File: config.mk
export PLATFORM = sky130hd
export DESIGN_NAME = ipi_target_resolver
export DESIGN_NICKNAME = d
export VERILOG_FILES = /design/src/rtl/ipi_target_resolver.sv
export SDC_FILE = /design/constraint.sdc
export NUM_CORES = 1
export LEC_CHECK = 0
export CAP_MARGIN = 10
export CORE_UTILIZATION = 63
export CTS_CLUSTER_DIAMETER = 200
export DETAILED_ROUTE_END_ITERATION = 10
export DONT_BUFFER_PORTS = 1
export PLACE_DENSITY = 0.87
export SKIP_LAST_GASP = 1
export SLEW_MARGIN = 20
export SYNTH_ARGS = -nofsm -noshare
export SYNTH_HDL_FRONTEND = slang
export SYNTH_SLANG_ARGS = --single-unit
File: constraint.sdc
create_clock -name clk -period 4.4 [get_ports clk]
set_input_delay 0 -clock clk [delete_from_list [all_inputs] [get_ports clk]]
set_output_delay 0 -clock clk [all_outputs]
set_load 0.01 [all_outputs]
File: src/rtl/ipi_target_resolver.sv
module ipi_target_resolver #(
  parameter int NCTX  = 8,
  parameter int CNT_W = 16
) (
  input  logic             clk,
  input  logic             rst_n,
  input  logic             wr_en,
  input  logic [1:0]       shorthand,
  input  logic             logical_mode,
  input  logic [7:0]       dest,
  input  logic [7:0]       vector,
  input  logic [2:0]       dmode,
  input  logic             trig_level,
  input  logic [7:0]       self_id,
  output logic             out_valid,
  output logic [NCTX-1:0]  remote_mask,
  output logic             local_raise,
  output logic [7:0]       local_vector,
  output logic [2:0]       local_dmode,
  output logic             local_trig,
  output logic             req_err,
  output logic [CNT_W-1:0] pending_cnt
);
  localparam int PC_W = $clog2(NCTX + 1);

  logic [NCTX-1:0] self_oh, dest_oh, all_ctx, tgt, rmask_n;
  logic            loc_n, bad_mode;
  logic [PC_W-1:0] pc_n;

  for (genvar i = 0; i < NCTX; i++) begin : g_oh
    assign self_oh[i] = (self_id == 8'(i));
    assign dest_oh[i] = (dest == 8'(i));
  end

  assign all_ctx  = '1;
  assign bad_mode = (dmode == 3'b001) || (dmode == 3'b011) || (dmode == 3'b110);

  always_comb begin
    tgt   = '0;
    loc_n = 1'b0;
    unique case (shorthand)
      2'd0: begin
        if (logical_mode) begin
          tgt   = dest[NCTX-1:0];
          loc_n = |(dest[NCTX-1:0] & self_oh);
        end else if (dest == 8'hFF) begin
          tgt   = all_ctx;
          loc_n = |self_oh;
        end else begin
          tgt   = dest_oh;
          loc_n = (dest == self_id);
        end
      end
      2'd1: loc_n = 1'b1;
      2'd2: begin
        tgt   = all_ctx;
        loc_n = 1'b1;
      end
      default: tgt = all_ctx;
    endcase
    if (bad_mode) begin
      tgt   = '0;
      loc_n = 1'b0;
    end
  end

  assign rmask_n = tgt & ~self_oh;

  always_comb begin
    pc_n = '0;
    for (int i = 0; i < NCTX; i++) pc_n = pc_n + PC_W'(rmask_n[i]);
  end

  always_ff @(posedge clk) begin
    if (!rst_n) begin
      out_valid    <= 1'b0;
      remote_mask  <= '0;
      local_raise  <= 1'b0;
      local_vector <= '0;
      local_dmode  <= '0;
      local_trig   <= 1'b0;
      req_err      <= 1'b0;
      pending_cnt  <= '0;
    end else begin
      out_valid   <= wr_en;
      remote_mask <= wr_en ? rmask_n : '0;
      local_raise <= wr_en & loc_n;
      req_err     <= wr_en & bad_mode;
      if (wr_en) begin
        local_vector <= vector;
        local_dmode  <= dmode;
        local_trig   <= trig_level;
        pending_cnt  <= pending_cnt + CNT_W'(pc_n);
      end
    end
  end
endmodule


==> results of run 1 <==
state kept, by name (all words and copies together) (netlist names):
register / cells
local_trig: 1
pending_cnt: 16
local_dmode: 3
remote_mask: 8
local_raise: 1
out_valid: 1
local_vector: 8
req_err: 1
final cells by class:
type,instances,area [um^2],share of cell area [%]
sequential,39,781,29.0
clock buffer,6,82.6,3.07
timing repair buffer,22,218,8.08
inverter,14,52.6,1.95
multi-input combinational,184,1470,54.5
tap,46,57.6,2.14
clock inverter,2,35.0,1.30
cell usage in the layout, fill, tap and decap left out, types with 8 or more instances in the layout:
cell and instances:
nand2_1 11, and2_1 16, inv_1 14, xnor2_1 22, dlygate4sd3_1 21, ha_1 9
nor2_1 8, mux2i_1 15, dfxtp_1 39, nor2b_1 17, nand3_1 9
kinds of logic (layout without fill, tap and decap cells):
group,Yosys count,count (layout),synth area share (%)
adder cells (fa/ha/maj),14,14,9.03
flip-flops,39,39,33.1
buffers and inverters,26,44,4.57
AND/OR/NAND/NOR,91,91,23.8
multiplexers,17,17,7.33
XOR/XNOR,22,22,8.18
AO/OA/AOI/OAI,40,40,13.9
stage by stage:
stage / std cells / util [%] / hold slack, ns / setup WS (ns)
after global routing: 313 / 77.7 / 0.0169 / 0.220
after floorplan: 249 / - / 0.170 / 0.465
after detailed placement: 284 / 68.2 / 0.128 / 0.199
after global placement: 284 / 68.2 / 0.124 / 0.334
final: 313 / 77.7 / -0.00514 / 0.495
after CTS: 313 / 77.7 / 0.00100 / 0.494
how the worst min path moves through the flow:
stage              from         endpoint  slack [ns]  cells after the start
6_report        dest[1]   remote_mask[3]      -0.005                      2
5_1_grt         dest[1]   remote_mask[3]        0.02                      2
4_1_cts         dest[1]   remote_mask[3]       0.001                      2
3_5_place_dp      rst_n  pending_cnt[10]        0.13                      1
3_3_place_gp      rst_n  pending_cnt[11]        0.12                      1
2_1_floorplan  dmode[0]   local_dmode[0]        0.17                      2
timing repair:
item                      4_1_cts  5_1_grt
hold buffers                   21        0
hold endpoints to repair       33        0
gates resized for setup         0        0
power breakdown:
part           internal, mW  switching [mW]  leakage (nW)  total [mW]
combinational         0.178           0.192         0.679       0.370
clock                 0.183           0.128        0.0612       0.311
sequential            0.383          0.0404         0.319       0.423
Yosys cell counts, drive strengths merged (4+ instances only):
cell and count:
nand4 7, nand3 9, nor3 4, o21ai 8
nor3b 5, buf 6, o2111ai 4, dfxtp 39
o211ai 4, mux2i 15, a21oi 4, xnor2 22
and2 16, nor2b 17, inv 14, clkbuf 6
fa 5, nor2 9, ha 9, nand2 11
critical path: cells and delay by family:
| kind | cells | cell delay, ns |
|---|---|---|
| xor gates and xnor gates | 1 | 0.08 |
| and+or+nand+nor | 2 | 0.23 |
| AOI/OAI and AO/OA | 5 | 1.25 |
| adders and majority gates | 6 | 2.11 |
| buffers and inverters | 5 | 0.42 |
routing by layer:
metal  track usage (%)  wire length, um  share of wire [%]  vias up
met4              11.3               89                1.6        0
li1                  -                -                  -      914
met2              46.5             2580                 46      107
met5                 0                0                  0        -
met1              38.1             2430                 44      898
met3              8.15              482                8.6       12
==> flow_summary.toml, run 1 <==
[status]
failed_checks = "hold timing"
outcome = "finished with violations"

[critical_path]
setup.worst_path.end_class = "register"
crit_path_start = "shorthand[1]"
cp-endpoint = "pending_cnt[6]"
cp_max_fo = 8
crit_path_start_kind = "input pin"
r2r_slack_ns = 0.83
cpMaxStageDelayCell = "fa_1"
cp_data_arrival_time_ns = 4.10
timing.rr.end = "pending_cnt[6]"
crit_path_max_incr_delay_ns = 0.45
critPathKind = "in2reg"
r2r-start = "pending_cnt[0]"
ff2ff_path_depth = 13
crit_required_ns = 4.59
path_cells = "inv_1, ha_1, inv_1, a221oi_4, o21ai_1, a211oi_2, fa_1, inv_1, fa_1, inv_1, fa_1, fa_1, inv_1, fa_1, nor2b_1, o21a_1, o2111ai_1, xnor2_1, and2_1"

[cts]
clock_latency_ns = 0.29
clkTransAtPathRegs_ns = 0.08
cts_sinks = 39
cts_buffers = 5
htreeDepth = 2
clk_path_buf_depth = 2
cts_tree = "built"
cts-root-buf = "clkbuf_8"
postCtsSetupRepairBufs = 0

[grt]
grt.total_usage_pct = 29.5
antenna_found_initial = 0
overflow = 0
grt_pass1_vias = 1898
grt_pass1_wl_mm = 9.16
grt_max_degree = 29

[place]
portBuffers = 0
hpwlAfterDp_mm = 3.65
place_congestion = 0.921
placed_cell_area_mm2 = 0.00237

[synth]
yosys_most_used_dff = "dfxtp_1"
synth-edff-count = 0
syn_avg_cell_area_um2 = 9.46
netlist_area_mm2 = 0.00236
synth.top_cells.by_area = "dfxtp_1, xnor2_1, mux2i_1, ha_1, nor2b_1"
ys_ff_latch = 39
synth_nets = 297
synth_cells = 249
synth.distinct_cells = 53
synth-warning-count = 0
yosys.area.top_type = "dfxtp_1"
async_flop_share_pct = 0
synth_top_area_share_pct = 33.1
ys_seq_area_share_pct = 33.1

[sta]
drv_slew = 0
final.setup_skew_ns = 0.00572
final-hold-violation-count = 1
setup_tns_ns = 0
worst_pin_slew_ns = 0.989
rsz0062_at_grt = "no"
fmax_mhz = 256
min_period_ns = 3.91
relSlewSlack_pct = 33.8
hold_ws_ns = -0.00514
setup_viol = 0
fin_crit_sh_pct = 88.8

[finish]
fill_cells = 247
drive_gt1_share_pct = 8.61
antenna_cells = 0
fin_nets = 314
design_area_mm2 = 0.00269
area_growth_pct = 14.3

[floorplanning]
num_rows = 21
coreArea_mm2 = 0.00347
dieArea_mm2 = 0.00399
ioPinCount = 73
start_util_pct = 67.9
die_h_um = 63.2
dieWidth_um = 63.2

[routing]
viasPerCell = 6.17
wl_mm = 5.59
drt_iter0_markers = 209
drc = 0
routedWlPerCell_um = 17.9
dr.pass1.iters = 4
vias = 1931
drtAntennaViolNets = 0

[power]
fin_total_pwr_mw = 1.10
power.density_mw_per_mm2 = 410
p_leak_nw = 1.06
irDropWorstVdd_mv = 0.385

[worst_hold_path]
hp-class = "in2reg"

[flow_run]
drv_cap = 0
Note: power is estimated with default switching activity, not from simulation.
==> inputs of run 2 (changes only) <==
Settings changed: CAP_MARGIN 10 to default, RECOVER_POWER from default to 100, SETUP_SLACK_MARGIN from default to 0.5.
==> run 2 against run 1 <==
Compared with the run above:
- the flow still finishes with violations (hold timing)
- die area is the same
- sequential share of layout area shrank 0.27 points
- register-to-register slack is essentially flat
- total power shrank 3.9%
- cell area grew 0.93%
- fmax shrank 1.2%
- sequential power is essentially flat
- global-route usage shrank 1.2 points
- via count grew 2.4%
- critical endpoint is now pending_cnt[8]
- largest cell class unchanged
==> flow_summary.toml, run 2 (same netlist as run 1, synthesis figures left out) <==
[cts]
clock_latency_ns = 0.29
cts_buffers = 5
htreeDepth = 2
cts_sinks = 39
clkTransAtPathRegs_ns = 0.08
cts-root-buf = "clkbuf_8"
cts_tree = "built"
clk_path_buf_depth = 2

[sta]
rsz0062_at_grt = "yes"
setup_viol = 0
worst_pin_slew_ns = 1.11
final.setup_skew_ns = 0.00258
hold_ws_ns = -0.00160
min_period_ns = 3.95
setup_tns_ns = 0
drv_slew = 0
fin_crit_sh_pct = 89.8
relSlewSlack_pct = 25.7
final-hold-violation-count = 1
fmax_mhz = 253

[routing]
drt_iter0_markers = 146
drc = 0
routedWlPerCell_um = 17.6
wl_met2_mm = 2.68
dr.pass1.iters = 4
drtAntennaViolNets = 0
top_layer_used = "met4"
wl_met1_mm = 2.39
vias = 1978
wl_met3_um = 498
viasPerCell = 6.18
wl_mm = 5.64

[floorplanning]
start_util_pct = 67.9
die_h_um = 63.2
num_rows = 21
dieArea_mm2 = 0.00399
coreArea_mm2 = 0.00347
dieWidth_um = 63.2
ioPinCount = 73

[power]
p_leak_nw = 1.06
power.density_mw_per_mm2 = 390
irDropWorstVdd_mv = 0.493
fin_total_pwr_mw = 1.06

[critical_path]
cp_max_fo = 6
crit_required_ns = 4.59
setup.worst_path.end_class = "register"
cp_top_family = "adder cells"
crit_path_max_incr_delay_ns = 0.54
crit_buf_inv = 4
cp_data_arrival_time_ns = 4.14
crit_path_start_kind = "input pin"
path_cells = "or4_4, nor3_4, clkbuf_1, a211oi_1, fa_1, inv_1, fa_1, inv_1, fa_1, fa_1, inv_1, fa_1, nor2b_1, o21a_4, o2111ai_2, xnor2_1, and2_1"
path_common_cell = "fa_1"
cpMaxStageDelayCell = "or4_4"
critPathKind = "in2reg"

[place]
hpwlAfterDp_mm = 3.55
place_congestion = 0.942
portBuffers = 0
dp.cells = 283

[finish]
layout_commonest_cell = "dfxtp_1"
layout_common_cells = "dfxtp_1, xnor2_1, dlygate4sd3_1"
layoutNonFillerInstCount = 320
antenna_cells = 0
largest_register_ffs = 16
reg_top3 = "pending_cnt x16, local_vector x8, remote_mask x8"
fill_cells = 240
drive_gt1_share_pct = 10.2
fin_nets = 321
regMostFlops = "pending_cnt"
area_growth_pct = 15.4

[grt]
overflow = 0
grt_pass1_vias = 1764
grt_pass1_wl_mm = 8.73
grt_max_degree = 29
grt.total_usage_pct = 28.3
antenna_found_initial = 0

[flow_run]
drv_cap = 0

[worst_hold_path]
hp-class = "in2reg"

[status]
outcome = "finished with violations"
failed_checks = "hold timing"
[run 2: power breakdown]
part,internal [mW],switching (mW)
Combinational,0.200,0.196
Clock,0.110,0.131
Sequential,0.382,0.0410
Total,0.693,0.369
[run 2: final cells by class]
type | count | area, um^2 | share of cell area, %
Multi-Input combinational cell | 184 | 1470 | 54.2
Sequential cell | 39 | 781 | 28.7
Timing Repair Buffer | 29 | 265 | 9.76
Clock buffer | 5 | 68.8 | 2.53
Tap cell | 46 | 57.6 | 2.12
Inverter | 14 | 52.6 | 1.93
Clock inverter | 3 | 20.0 | 0.736
[run 2: path summary, 6_finish.rpt]
path	from	to	cells past startpoint	slack, ns
max	self_id[5]	pending_cnt[8]	17	0.45
min	dest[1]	remote_mask[3]	2	-0.002
max reg2reg	pending_cnt[0]	pending_cnt[8]	13	0.84
min reg2reg	local_trig	local_trig	2	0.57
[run 2: repair_timing]
action                                  4_1_cts  5_1_grt
endpoints found under the hold margin        33        0
buffers inserted                              0        7
pin swaps                                     1       12
hold buffers                                 22        0
endpoints found under the setup margin        1        6
resized for setup                             0        5
[run 2: through the flow]
step | cell area, um^2 | util, % | setup slack [ns]
floorplan | 2380 | - | 0.469
global placement | 2380 | 68.7 | 0.299
CTS | 2690 | 77.6 | 0.516
detailed placement | 2380 | 68.7 | 0.222
global route | 2720 | 78.4 | 0.294
finish | 2720 | 78.4 | 0.447
[run 2: routing by layer]
metal / track usage (%) / up-vias
li1: - / 924
met1: 36.2 / 938
met2: 46.1 / 103
met3: 8.33 / 13
met4: 7.56 / 0
met5: 0 / -
